--- src/rtl/uart_rxs_pkg.sv ---
package uart_rxs_pkg;

    typedef struct packed {
        logic       ferr;
        logic       perr;
        logic [7:0] data;
    } rx_entry_t;

    typedef enum logic [1:0] {
        RA_DATA  = 2'd0,
        RA_STAT  = 2'd1,
        RA_LINE  = 2'd2,
        RA_COUNT = 2'd3
    } reg_addr_e;

    localparam int NUM_FLAGS = 5;
    localparam int FL_DR  = 0;
    localparam int FL_RDF = 1;
    localparam int FL_BRK = 2;
    localparam int FL_ER  = 3;
    localparam int FL_OVR = 4;

    function automatic int unsigned trig_level(input logic [1:0] sel);
        case (sel)
            2'd0:    return 1;
            2'd1:    return 4;
            2'd2:    return 8;
            default: return 14;
        endcase
    endfunction

endpackage

--- src/rtl/rxs_fifo.sv ---
module rxs_fifo
    import uart_rxs_pkg::*;
#(
    parameter int DEPTH = 16,
    localparam int PW = (DEPTH > 1) ? $clog2(DEPTH) : 1,
    localparam int CW = $clog2(DEPTH + 1)
) (
    input  logic      clk,
    input  logic      rst,
    input  logic      push,
    input  logic      pop,
    input  rx_entry_t din,
    output rx_entry_t head,
    output logic [CW-1:0] count,
    output logic      full,
    output logic      empty
);
    rx_entry_t     mem [DEPTH];
    logic [PW-1:0] wptr, rptr;

    function automatic logic [PW-1:0] nxt(input logic [PW-1:0] p);
        return (p == PW'(DEPTH - 1)) ? '0 : p + 1'b1;
    endfunction

    assign full  = (count == CW'(DEPTH));
    assign empty = (count == '0);
    assign head  = mem[rptr];

    always_ff @(posedge clk) begin
        if (push) mem[wptr] <= din;
    end

    always_ff @(posedge clk) begin
        if (rst) begin
            wptr  <= '0;
            rptr  <= '0;
            count <= '0;
        end else begin
            if (push) wptr <= nxt(wptr);
            if (pop)  rptr <= nxt(rptr);
            case ({push, pop})
                2'b10:   count <= count + 1'b1;
                2'b01:   count <= count - 1'b1;
                default: count <= count;
            endcase
        end
    end
endmodule

--- src/rtl/rxs_flag.sv ---
module rxs_flag (
    input  logic clk,
    input  logic rst,
    input  logic set_i,
    input  logic rd_i,
    input  logic wr_i,
    input  logic wbit_i,
    output logic q_o
);
    logic armed;
    logic clr;

    assign clr = wr_i && !wbit_i && armed;

    always_ff @(posedge clk) begin
        if (rst) begin
            q_o   <= 1'b0;
            armed <= 1'b0;
        end else begin
            q_o <= set_i | (q_o & ~clr);
            if (rd_i && q_o)  armed <= 1'b1;
            else if (wr_i)    armed <= 1'b0;
        end
    end
endmodule

--- src/rtl/rxs_idle.sv ---
module rxs_idle #(
    parameter int IDLE_W = 8
) (
    input  logic              clk,
    input  logic              rst,
    input  logic              active,
    input  logic [IDLE_W-1:0] limit,
    output logic              fire
);
    logic [IDLE_W-1:0] cnt;

    assign fire = active && (limit != '0) &&
                  ((IDLE_W+1)'(cnt) + 1'b1 == (IDLE_W+1)'(limit));

    always_ff @(posedge clk) begin
        if (rst || !active)  cnt <= '0;
        else if (cnt < limit) cnt <= cnt + 1'b1;
    end
endmodule

--- src/rtl/uart_rxs_top.sv ---
module uart_rxs_top
    import uart_rxs_pkg::*;
#(
    parameter int DEPTH  = 16,
    parameter int IDLE_W = 8,
    localparam int CW = $clog2(DEPTH + 1)
) (
    input  logic              clk,
    input  logic              rst,
    input  logic              rx_en,
    input  logic              char_valid,
    input  logic [7:0]        char_data,
    input  logic              char_ferr,
    input  logic              char_perr,
    input  logic              line_level,
    input  logic [1:0]        trig_sel,
    input  logic [IDLE_W-1:0] idle_limit,
    input  logic              reg_rd,
    input  logic              reg_wr,
    input  logic [1:0]        reg_addr,
    input  logic [7:0]        reg_wdata,
    output logic [7:0]        reg_rdata,
    output logic [CW-1:0]     fifo_count,
    output logic              flag_dr,
    output logic              flag_rdf,
    output logic              flag_brk,
    output logic              flag_er,
    output logic              flag_ovr,
    output logic              rx_irq
);
    rx_entry_t   in_ent, head;
    logic        full, empty;
    logic        push_req, accept, pop;
    logic        idle_act, idle_fire;
    logic        head_err, head_ferr, head_perr;
    logic [7:0]  last_pop;
    logic        rdf_d;
    int unsigned trig;
    logic [NUM_FLAGS-1:0] fl_set, fl_q;

    assign in_ent   = '{ferr: char_ferr, perr: char_perr, data: char_data};
    assign push_req = char_valid && rx_en;
    assign accept   = push_req && !full;
    assign pop      = reg_rd && (reg_addr == RA_DATA) && !empty;
    assign trig     = trig_level(trig_sel);

    rxs_fifo #(.DEPTH(DEPTH)) u_fifo (
        .clk   (clk),
        .rst   (rst),
        .push  (accept),
        .pop   (pop),
        .din   (in_ent),
        .head  (head),
        .count (fifo_count),
        .full  (full),
        .empty (empty)
    );

    assign head_ferr = !empty && head.ferr;
    assign head_perr = !empty && head.perr;
    assign head_err  = head_ferr || head_perr;
    assign idle_act  = !empty && (32'(fifo_count) < trig) && !push_req;

    rxs_idle #(.IDLE_W(IDLE_W)) u_idle (
        .clk    (clk),
        .rst    (rst),
        .active (idle_act),
        .limit  (idle_limit),
        .fire   (idle_fire)
    );

    always_comb begin
        fl_set         = '0;
        fl_set[FL_DR]  = idle_fire;
        fl_set[FL_RDF] = (32'(fifo_count) >= trig);
        fl_set[FL_BRK] = push_req && char_ferr && (char_data == 8'h00);
        fl_set[FL_ER]  = head_err;
        fl_set[FL_OVR] = push_req && full;
    end

    for (genvar i = 0; i < NUM_FLAGS; i++) begin : g_flag
        localparam reg_addr_e FA  = (i == FL_OVR) ? RA_LINE : RA_STAT;
        localparam int        FB  = (i == FL_OVR) ? 0 : i;
        rxs_flag u_flag (
            .clk    (clk),
            .rst    (rst),
            .set_i  (fl_set[i]),
            .rd_i   (reg_rd && (reg_addr == FA)),
            .wr_i   (reg_wr && (reg_addr == FA)),
            .wbit_i (reg_wdata[FB]),
            .q_o    (fl_q[i])
        );
    end

    always_ff @(posedge clk) begin
        if (rst) begin
            last_pop <= '0;
            rdf_d    <= 1'b0;
        end else begin
            if (pop) last_pop <= head.data;
            rdf_d <= fl_q[FL_RDF];
        end
    end

    assign flag_dr  = fl_q[FL_DR];
    assign flag_rdf = fl_q[FL_RDF];
    assign flag_brk = fl_q[FL_BRK];
    assign flag_er  = fl_q[FL_ER];
    assign flag_ovr = fl_q[FL_OVR];
    assign rx_irq   = fl_q[FL_RDF] && !rdf_d;

    always_comb begin
        case (reg_addr_e'(reg_addr))
            RA_DATA:  reg_rdata = empty ? last_pop : head.data;
            RA_STAT:  reg_rdata = {2'b00, head_perr, head_ferr, fl_q[3:0]};
            RA_LINE:  reg_rdata = {6'b0, line_level, fl_q[FL_OVR]};
            default:  reg_rdata = 8'(fifo_count);
        endcase
    end
endmodule

--- config.mk ---
export PLATFORM = sky130hd
export DESIGN_NAME = uart_rxs_top
export DESIGN_NICKNAME = d
export VERILOG_FILES = /design/src/rtl/uart_rxs_pkg.sv /design/src/rtl/rxs_fifo.sv /design/src/rtl/rxs_flag.sv /design/src/rtl/rxs_idle.sv /design/src/rtl/uart_rxs_top.sv
export SDC_FILE = /design/constraint.sdc
export NUM_CORES = 1
export LEC_CHECK = 0
export BUFFER_PORTS_ARGS = -buffer_cell sky130_fd_sc_hd__buf_2
export CORE_MARGIN = 5
export CORE_UTILIZATION = 45
export CTS_CLUSTER_DIAMETER = 60
export DETAILED_ROUTE_END_ITERATION = 10
export PLACE_DENSITY = 0.7
export RECOVER_POWER = 25
export SETUP_SLACK_MARGIN = 0.4
export SLEW_MARGIN = 20
export SYNTH_ARGS = -nofsm -noshare
export SYNTH_HDL_FRONTEND = slang
export SYNTH_SLANG_ARGS = --single-unit
export TNS_END_PERCENT = 100
--- constraint.sdc ---
create_clock -name clk -period 3.5 [get_ports clk]
set_clock_uncertainty 0.05 [all_clocks]
set_input_delay 0.7 -clock clk [delete_from_list [all_inputs] [get_ports clk]]
set_output_delay 0.7 -clock clk [all_outputs]
set_load 0.01 [all_outputs]
==> flow_metrics.env, run 1 <==
export IMPL_antenna_found_initial=0
export IMPL_path_clk_slew_ns=0.06
export IMPL_muxShareOfSynthArea_pct=13.72
export IMPL_p_per_area_nw_per_um2=501.8
export IMPL_worstSetupPathType="reg -> out"
export IMPL_drv_slew=0
export IMPL_row_count=51
export IMPL_grt_max_degree=34
export IMPL_start_util_pct=45.25
export IMPL_fp_dieH_um=149.2
export IMPL_cts_sinks=204
export IMPL_drt_wl_total_mm=18.88
export IMPL_area_delta_synth_final_pct=19.66
export IMPL_dp_cells=899
export IMPL_synth_xor_area_share_pct=1.607
export IMPL_multiInputGateArea_um2=2919
export IMPL_end_kind="output pin"
export IMPL_hold_path_depth=2
export IMPL_diodes=0
export IMPL_ios=56
export IMPL_vias=5210
export IMPL_clk_insertion_delay_late_ns=0.50
export IMPL_drive_gt1_share_pct=28.09
export IMPL_synth_top_cell_by_area="edfxtp_1"
export IMPL_yosys_warnings=0
export IMPL_register_area_um2=5693
export IMPL_die_w_um=149.2
export IMPL_post_dp_hpwl_mm=12.49
export IMPL_cts_inserted_buffers=23
export IMPL_setup_viol=0
export IMPL_path_buf_inv=3
export IMPL_gp_congestion=0.8321
export IMPL_min_from="last_pop[6]$_SDFFE_PP0P_"
export IMPL_synth_area_leaders="edfxtp_1 55%, mux4_2 12%, dfxtp_1 10%"
export IMPL_final_common_cell="edfxtp_1"
export IMPL_filler_cell_count=1546
export IMPL_layout_common_cells="160 x edfxtp_1, 46 x mux4_2, 42 x dfxtp_1"
export IMPL_clk_root_buffer_cell="clkbuf_16"
export IMPL_cap_violations=0
export IMPL_p_leak_nw=3.567
export IMPL_die_area_um2=22260
export IMPL_firstDrtPassIters=7
export IMPL_tritoncts="yes"
export IMPL_worstPathArrival_ns=2.55
export IMPL_grt_setup_unrepaired="yes"
export IMPL_worst_endpoint_required_ns=2.75
export IMPL_synth_distinct_cells=52
export IMPL_viasPerCell=5.473
export IMPL_synth_async_reset_ratio_pct=0
export IMPL_yosys_register_bits=204
export IMPL_critPathMaxFanout=6
export IMPL_syn_inst=578
export IMPL_cp_slowest_stage_delay_ns=0.55
export IMPL_slowest_stage="mux4_2"
export IMPL_postRouteAntennaNets=0
export IMPL_critical_path_top_delay_family="multiplexers"
export IMPL_coreArea_um2=19270
export IMPL_synth_fa_ha_area_share_pct=3.386
export IMPL_synth_compound_area_share_pct=6.069
export IMPL_r2r_end="u_fifo.count[4]$_SDFFE_PP0P_"
export IMPL_ir_worst_vdd_v=0.0004599
export IMPL_worst_hold_path_endpoint="last_pop[6]$_SDFFE_PP0P_"
export IMPL_drcViolationCount=0
export IMPL_grt_pass1_wl_mm=29.84
export IMPL_netlist_area_um2=8721
export IMPL_min_period_ns=3.303
export IMPL_drt_iter0_drc=274
export IMPL_crit_chain="buf_12 -> buf_12 -> mux4_2 -> mux4_2 -> nand2_2 -> a21oi_2 -> buf_2"
export IMPL_ys_seq_area_share_pct=65.19
export IMPL_r2r_cells=12
export IMPL_syn_num_nets=638
export IMPL_rrSetupSlack_ns=0.66
export IMPL_outcome="completed"
export IMPL_avgSynthCellArea_um2=15.09
export IMPL_hold_buffers=0
export IMPL_nNetsFinal=730
export IMPL_fmax_mhz=302.7
export IMPL_globalRouteOverflowTotal=0
export IMPL_stdcell_count=952
export IMPL_clockBufferDepth=3
export IMPL_yosysTopAreaCellShare_pct=55.09
export IMPL_critical_path_startpoint_type="register"
export IMPL_grt_total_usage_pct=17.26
export IMPL_synth_flop_cell="edfxtp_1"
export IMPL_holdWs_ns=0.4097
export IMPL_synth_top_family_by_area="multiplexers"
export IMPL_grt_pass1_vias=5401
export IMPL_io_buffers=51
export IMPL_wl_per_cell_um=19.84
export IMPL_relSlewSlack_pct=37.24
export IMPL_synth_edf_count=160
export IMPL_htree_levels=1
export IMPL_post_route_period_util_pct=94.37
export IMPL_hold_violations=0
export IMPL_min_path_type="reg -> reg"
export IMPL_finalPower_mw=5.236
export IMPL_yosys_area_share_simple_pct=7.676
export IMPL_r2r_start="u_fifo.count[0]$_SDFFE_PP0P_"
export IMPL_dp_slack_ns=0.2976
export IMPL_final_setup_worst_slack_ns=0.1969
export IMPL_finalSetupTns_ns=0
export IMPL_worstMarginPinSlew_ns=0.9414
==> layout make-up <==
| cell class | instances | area share, % |
|---|---|---|
| Clock buffer | 29 | 5.731 |
| Clock inverter | 13 | 1.187 |
| Inverter | 24 | 0.8993 |
| Multi-Input combinational cell | 327 | 27.97 |
| Sequential cell | 204 | 54.56 |
| Tap cell | 265 | 3.177 |
| Timing Repair Buffer | 90 | 6.475 |
==> logic make-up after synthesis <==
logic type,count (synthesis)
XOR/XNOR,16
AO/OA/AOI/OAI,86
buffers and inverters,47
multiplexers,61
AND/OR/NAND/NOR,141
adder cells (fa/ha/maj),23
flip-flops,204
==> what timing repair did <==
action,CTS,global route
resized for setup,21,9
pin swaps,5,5
cloned,3,0
setup endpoints to repair,9,9
buffers inserted,8,0
==> worst reg2reg max path, delay by kind of cell (launching register included) <==
kind | cells | cell delay, ns
xor+xnor | 1 | 0.15
buf+inv | 2 | 0.22
fa+ha+maj | 2 | 0.62
simple gates | 5 | 1.00
compound gates | 2 | 0.29
flops | 1 | 0.40
==> worst max-delay path by stage <==
stage	startpoint	end	slack (ns)	depth (start not counted)
after floorplan	reg_addr[1]	u_fifo.count[4]$_SDFFE_PP0P_	0.62	12
after global placement	register	reg_rdata[0]	0.45	6
after detailed placement	u_fifo.count[0]$_SDFFE_PP0P_	u_fifo.count[4]$_SDFFE_PP0P_	0.30	12
after CTS	register	reg_rdata[1]	0.17	7
after global routing	register	reg_rdata[5]	0.07	7
final	register	reg_rdata[6]	0.20	7
==> sequential cells by signal (all words and copies together) (netlist names), named ones only <==
| name | count |
|---|---|
| u_fifo.rptr | 4 |
| g_flag.u_flag.q_o | 5 |
| u_fifo.wptr | 4 |
| rdf_d | 1 |
| last_pop | 8 |
| g_flag.u_flag.armed | 5 |
| u_fifo.mem | 160 |
| u_idle.cnt | 8 |
| u_fifo.count | 5 |
==> synth_stat cells, types with 2 or more instances <==
cell type	number
xor2_1	7
nor3_1	11
a21o_1	2
nand3_1	15
xnor2_1	9
nand2b_1	7
a32oi_1	3
a211oi_1	3
a22oi_1	6
a21oi_1	39
mux2_2	8
buf_2	8
nand2_1	36
o21a_1	3
ha_1	22
o31ai_1	3
inv_1	23
mux2i_1	7
a31oi_1	2
and3_1	2
nand4_1	2
and2_1	4
nor4_1	3
nor2_1	39
o21ai_0	13
nor2b_1	9
dfxtp_1	44
a311oi_1	3
edfxtp_1	160
or3_1	7
mux4_2	46
clkbuf_1	12
==> per-stage QoR <==
| stage | utilization (%) | cell area (µm²) |
|---|---|---|
| 2_1_floorplan | - | 8721 |
| 3_3_place_gp | 48.94 | 9430 |
| 3_5_place_dp | 48.94 | 9430 |
| 4_1_cts | 53.97 | 10400 |
| 5_1_grt | 54.15 | 10440 |
| 6_report | 54.15 | 10440 |
==> routing by layer <==
layer,GRT usage (%),wire (µm)
met3,3.039,1084
met5,0,0
met4,4.027,398
met2,29.64,9371
met1,23.12,8029
==> power by group <==
part	switching, mW	internal, mW	total [mW]
clock	0.927	1.36	2.29
combinational	0.168	0.130	0.298
sequential	0.0191	2.63	2.65
total	1.11	4.12	5.24
Note: power is estimated with default switching activity, not from simulation.
==> inputs of run 2 (changes only) <==
--- a/config.mk
+++ b/config.mk
@@ -5,6 +5,7 @@
 export SDC_FILE = /design/constraint.sdc
 export NUM_CORES = 1
 export LEC_CHECK = 0
+export ABC_AREA = 1
 export BUFFER_PORTS_ARGS = -buffer_cell sky130_fd_sc_hd__buf_2
 export CORE_MARGIN = 5
 export CORE_UTILIZATION = 45
==> run 2 against run 1 <==
Net effect:
- synthesized area up 5.1%
- final cell count rose by 35%
- first-iteration DRC count rose by 120%
- non-clock buffer count down 9
- global-route usage increased by 0.055 points
- sequential share of layout area is 1.1 points lower
- register-to-register slack improved by 0.22 ns
- die area is 4.8% higher
- critical endpoint unchanged
- largest cell class unchanged
==> flow_metrics.env, run 2 <==
export IMPL_drcViolationCount=0
export IMPL_coreArea_um2=20170
export IMPL_slowest_stage="dfxtp_4"
export IMPL_drt_iter0_drc=591
export IMPL_final_setup_worst_slack_ns=0.5213
export IMPL_top_register="u_fifo.mem"
export IMPL_critical_path_startpoint_type="register"
export IMPL_critical_path_top_delay_family="buffers and inverters"
export IMPL_min_path_type="reg -> reg"
export IMPL_post_route_util_pct=52.80
export IMPL_outcome="completed"
export IMPL_gp_congestion=0.8022
export IMPL_drv_slew=0
export IMPL_hold_violations=0
export IMPL_synth_distinct_cells=32
export IMPL_yosysTopAreaCellShare_pct=52.42
export IMPL_cp_depth=11
export IMPL_hold_path_depth=2
export IMPL_fmax_mhz=335.7
export IMPL_grt_setup_unrepaired="no"
export IMPL_layout_common_cells="162 x nand2_1, 160 x edfxtp_1, 133 x nor2_1"
export IMPL_register_area_um2=5693
export IMPL_relSlewSlack_pct=49.29
export IMPL_grt_total_usage_pct=17.31
export IMPL_worstPathArrival_ns=2.23
export IMPL_critPathMaxFanout=16
export IMPL_ios=56
export IMPL_hold_buffers=0
export IMPL_drt_wl_total_mm=21.91
export IMPL_synth_top_cell_by_area="edfxtp_1"
export IMPL_final_common_cell="nand2_1"
export IMPL_path_buf_inv=4
export IMPL_grt_pass1_wl_mm=33.02
export IMPL_row_count=52
export IMPL_firstDrtPassIters=5
export IMPL_largest_register_ffs=160
export IMPL_area_delta_synth_final_pct=16.19
export IMPL_dp_slack_ns=0.5881
export IMPL_routed_wl_met3_mm=1.260
export IMPL_cts_inserted_buffers=23
export IMPL_dpl_cell_area_um2=9769
export IMPL_clockBufferDepth=3
export IMPL_cap_violations=0
export IMPL_synth_flop_cell="edfxtp_1"
export IMPL_ir_worst_vdd_v=0.0003025
export IMPL_end_kind="output pin"
export IMPL_avgSynthCellArea_um2=9.931
export IMPL_io_buffers=51
export IMPL_die_w_um=152.7
export IMPL_yosys_warnings=0
export IMPL_netlist_area_um2=9166
export IMPL_viasPerCell=5.296
export IMPL_worst_endpoint_required_ns=2.75
export IMPL_clk_insertion_delay_late_ns=0.51
export IMPL_postRouteAntennaNets=0
export IMPL_worstMarginPinSlew_ns=0.7607
export IMPL_ys_seq_area_share_pct=62.03
export IMPL_wl_per_cell_um=17.10
export IMPL_fp_dieH_um=152.7
export IMPL_start_util_pct=45.45
export IMPL_synth_top_cells_by_count="162 x nand2_1, 160 x edfxtp_1, 133 x nor2_1"
export IMPL_p_per_area_nw_per_um2=531.4
export IMPL_grt_pass1_vias=6279
export IMPL_wl_met2_mm=10.50
export IMPL_cts_sinks=204
export IMPL_tritoncts="yes"
export IMPL_drive_gt1_share_pct=11.57
export IMPL_finalPower_mw=5.660
export IMPL_diodes=0
export IMPL_cp_slowest_stage_delay_ns=0.38
export IMPL_vias=6784
export IMPL_synth_edf_count=160
export IMPL_p_leak_nw=4.152
export IMPL_fin_area_um2=10650
export IMPL_finalSetupTns_ns=0
export IMPL_yosys_register_bits=204
export IMPL_top_layer="met4"
export IMPL_r2r_cells=17
export IMPL_path_clk_slew_ns=0.06
export IMPL_nNetsFinal=1054
export IMPL_reg_largest_list="u_fifo.mem x160, last_pop x8, u_idle.cnt x8"
export IMPL_die_area_um2=23320
export IMPL_worstSetupPathType="reg -> out"
export IMPL_synth_async_reset_ratio_pct=0
export IMPL_post_synth_top_count_cell="nand2_1"
export IMPL_clk_root_buffer_cell="clkbuf_16"
export IMPL_antenna_found_initial=0
export IMPL_syn_inst=923
export IMPL_min_period_ns=2.979
export IMPL_htree_levels=1
export IMPL_globalRouteOverflowTotal=0
export IMPL_post_route_period_util_pct=85.10
export IMPL_filler_cell_count=1794
export IMPL_syn_num_nets=983
export IMPL_crit_chain="inv_2 -> buf_12 -> nor2_1 -> nor2_1 -> o21ai_0 -> o211ai_1 -> nand3_1 -> nand3_1 -> nand2_1 -> inv_1 -> buf_2"
export IMPL_setup_viol=0
export IMPL_met1_length_mm=9.582
export IMPL_post_dp_hpwl_mm=13.13
export IMPL_grt_max_degree=95
export IMPL_multiInputGateArea_um2=2920
export IMPL_synth_area_leaders="edfxtp_1 52%, dfxtp_1 9.6%, nand2_1 6.6%"
[run 2: kinds of logic (layout without fill, tap and decap cells)]
family | count (synthesis) | count (layout) | synth area share [%]
AO/OA/AOI/OAI | 173 | 173 | 10.66
XOR/XNOR | 5 | 5 | 0.4778
adder cells (fa/ha/maj) | 23 | 23 | 3.221
buffers and inverters | 129 | 217 | 6.170
flip-flops | 204 | 204 | 62.03
AND/OR/NAND/NOR | 389 | 389 | 17.44
[run 2: power by group]
| group | total [mW] | internal, mW | switching (mW) |
|---|---|---|---|
| clock | 2.46 | 1.51 | 0.946 |
| combinational | 0.523 | 0.176 | 0.346 |
| sequential | 2.68 | 2.65 | 0.0308 |
| total | 5.66 | 4.34 | 1.32 |
[run 2: stage by stage]
step | instances | hold slack (ns)
after floorplan | 923 | 0.3902
after global placement | 1235 | 0.4002
after detailed placement | 1235 | 0.4096
after CTS | 1277 | 0.4186
after global routing | 1281 | 0.4240
final | 1281 | 0.4176
[run 2: repair_timing]
| action | CTS | global route |
|---|---|---|
| gates resized for setup | 2 | 6 |
| buffers inserted | 0 | 1 |
| hold endpoints to repair | 0 | 0 |
| endpoints found under the setup margin | 7 | 7 |
| gates cloned | 0 | 3 |
[run 2: path summary, 6_finish.rpt]
path	end	slack [ns]	from
hold reg to reg	g_flag[3].u_flag.armed$_SDFFE_PP0P_	0.42	g_flag[3].u_flag.armed$_SDFFE_PP0P_
setup reg to reg	u_fifo.count[4]$_SDFFE_PP0P_	0.88	u_fifo.count[2]$_SDFFE_PP0P_
setup / recovery	reg_rdata[6]	0.52	register
hold / removal	g_flag[3].u_flag.armed$_SDFFE_PP0P_	0.42	g_flag[3].u_flag.armed$_SDFFE_PP0P_
[run 2: routing by layer]
metal / global-route usage [%] / vias up
li1: - / 3307
met1: 23.82 / 3236
met2: 28.72 / 201
met3: 2.414 / 40
met4: 5.261 / 0
met5: 0 / -
[run 2: area by class of cell]
type                            instances  share of cell area, %
Clock inverter                         14                  1.703
Sequential cell                       204                  53.45
Clock buffer                           28                  5.580
Timing Repair Buffer                   81                  5.310
Inverter                               94                  3.360
Multi-Input combinational cell        590                  27.42
Tap cell                              270                  3.172
[run 2: worst min-delay path, delay by kind of cell, from the launching register on]
family | cells | cell delay (ns)
compound gates | 1 | 0.05
simple gates | 1 | 0.06
flops | 1 | 0.31
==> inputs of run 3 (changes only) <==
--- a/config.mk
+++ b/config.mk
@@ -11,6 +11,7 @@
 export CORE_UTILIZATION = 45
 export CTS_CLUSTER_DIAMETER = 60
 export DETAILED_ROUTE_END_ITERATION = 10
+export MAX_ROUTING_LAYER = met4
 export PLACE_DENSITY = 0.7
 export RECOVER_POWER = 25
 export SETUP_SLACK_MARGIN = 0.4
==> run 3 against run 2 <==
Net effect:
- count of clock-buffer cells in the layout did not move
- cell area is essentially flat
- register-to-register slack improved by 0.02 ns
- sequential power about the same
- worst hold slack barely moved
- critical path type unchanged
- critical endpoint is now reg_rdata[7]
==> flow_metrics.env, run 3 (synthesized netlist as in run 2, its figures left out) <==
export IMPL_outcome="completed"
export IMPL_post_route_period_util_pct=83.66
export IMPL_finalSetupTns_ns=0
export IMPL_filler_cell_count=1792
export IMPL_drt_iter0_drc=570
export IMPL_end_kind="output pin"
export IMPL_cp_slowest_stage_delay_ns=0.42
export IMPL_cts_sinks=204
export IMPL_top_register="u_fifo.mem"
export IMPL_path_clk_slew_ns=0.06
export IMPL_vias=6742
export IMPL_finalPower_mw=5.661
export IMPL_die_w_um=152.7
export IMPL_coreArea_um2=20170
export IMPL_worst_endpoint_required_ns=2.75
export IMPL_crit_chain="buf_16 -> a21oi_1 -> o21ai_0 -> o21ai_0 -> o211ai_2 -> nand3_1 -> nand2_1 -> inv_1 -> buf_2"
export IMPL_drcViolationCount=0
export IMPL_hold_violations=0
export IMPL_firstDrtPassIters=5
export IMPL_drt_wl_total_mm=21.80
export IMPL_grt_max_degree=95
export IMPL_crit_top_cell="o21ai_0"
export IMPL_p_leak_nw=4.153
export IMPL_slowest_stage="dfxtp_4"
export IMPL_htree_levels=1
export IMPL_clk_root_buffer_cell="clkbuf_16"
export IMPL_ir_worst_vdd_v=0.0003046
export IMPL_min_period_ns=2.928
export IMPL_reg_largest_list="u_fifo.mem x160, last_pop x8, u_idle.cnt x8"
export IMPL_min_path_type="reg -> reg"
export IMPL_worstSetupPathType="reg -> out"
export IMPL_postRouteAntennaNets=0
export IMPL_cap_violations=0
export IMPL_nNetsFinal=1054
export IMPL_viasPerCell=5.263
export IMPL_fmax_mhz=341.5
export IMPL_cts_inserted_buffers=23
export IMPL_area_delta_synth_final_pct=16.22
export IMPL_multiInputGateArea_um2=2920
export IMPL_clockBufferDepth=3
export IMPL_worstPathArrival_ns=2.18
export IMPL_fp_dieH_um=152.7
export IMPL_drive_gt1_share_pct=11.57
export IMPL_start_util_pct=45.45
export IMPL_io_buffers=51
export IMPL_worstMarginPinSlew_ns=0.8304
export IMPL_p_per_area_nw_per_um2=531.4
export IMPL_grt_setup_unrepaired="no"
export IMPL_grt_pass1_vias=6286
export IMPL_row_count=52
export IMPL_drv_slew=0
export IMPL_layout_common_cells="162 x nand2_1, 160 x edfxtp_1, 133 x nor2_1"
export IMPL_tritoncts="yes"
export IMPL_relSlewSlack_pct=44.64
export IMPL_register_area_um2=5693
export IMPL_antenna_found_initial=0
export IMPL_clk_insertion_delay_late_ns=0.51
export IMPL_ios=56
export IMPL_gp_congestion=0.8147
export IMPL_critPathMaxFanout=47
export IMPL_setup_viol=0
export IMPL_critical_path_startpoint_type="register"
export IMPL_final_common_cell="nand2_1"
export IMPL_grt_pass1_wl_mm=33.01
export IMPL_wl_per_cell_um=17.02
export IMPL_post_dp_hpwl_mm=13.13
export IMPL_grt_total_usage_pct=17.84
export IMPL_globalRouteOverflowTotal=0
export IMPL_hold_buffers=0
export IMPL_die_area_um2=23320
export IMPL_diodes=0
export IMPL_largest_register_ffs=160
==> run 3: cell counts in the layout (fill, tap and decap cells not counted) <==
Identical to the previous run, type by type.
==> run 3: final cells by class <==
type / count / area share [%]
tap: 270 / 3.171
timing repair buffer: 81 / 5.309
inverter: 94 / 3.383
clock inverter: 14 / 1.703
clock buffer: 28 / 5.579
multi-input combinational: 590 / 27.41
sequential: 204 / 53.44
==> run 3: repair_timing <==
action | 4_1_cts | 5_1_grt
setup endpoints to repair | 7 | 7
buffers inserted | 0 | 1
gates cloned | 0 | 3
resized for setup | 2 | 7
hold endpoints to repair | 0 | 0
==> run 3: worst paths after layout <==
path | from | endpoint | slack [ns] | depth (start not counted)
worst max-delay path | register | reg_rdata[7] | 0.57 | 9
worst min-delay path | g_flag[3].u_flag.armed$_SDFFE_PP0P_ | g_flag[3].u_flag.armed$_SDFFE_PP0P_ | 0.42 | 2
worst max register to register | u_fifo.count[1]$_SDFFE_PP0P_ | u_fifo.count[4]$_SDFFE_PP0P_ | 0.90 | 17
worst min register to register | g_flag[3].u_flag.armed$_SDFFE_PP0P_ | g_flag[3].u_flag.armed$_SDFFE_PP0P_ | 0.42 | 2
==> run 3: where the power goes <==
part	leakage, nW	switching [mW]	internal [mW]
clock	0.375	0.950	1.51
sequential	1.80	0.0310	2.65
combinational	1.98	0.344	0.176
==> run 3: stage by stage <==
step / util, % / setup slack, ns / hold WS, ns / std cells / cell area [µm²]
finish: 52.82 / 0.5718 / 0.4176 / 1281 / 10650
global route: 52.82 / 0.4325 / 0.4240 / 1281 / 10650
CTS: 52.30 / 0.4320 / 0.4186 / 1277 / 10550
detailed placement: 48.44 / 0.5881 / 0.4096 / 1235 / 9769
global placement: 48.44 / 0.6513 / 0.4002 / 1235 / 9769
floorplan: - / 0.9182 / 0.3902 / 923 / 9166
==> run 3: routing by layer <==
metal  track usage [%]  up-vias  wire length [µm]
met4             5.261        0               615
met3             2.300       44              1444
met5                 -        -                 0
met1             23.82     3169              9410
li1                  -     3310                 -
met2             28.81      219             10330
==> run 3: critical path: cells and delay by family, from the launching register on <==
family	cells	cell delay [ns]
flops	1	0.42
simple gates	2	0.20
buf+inv	3	0.39
compound gates	4	0.60
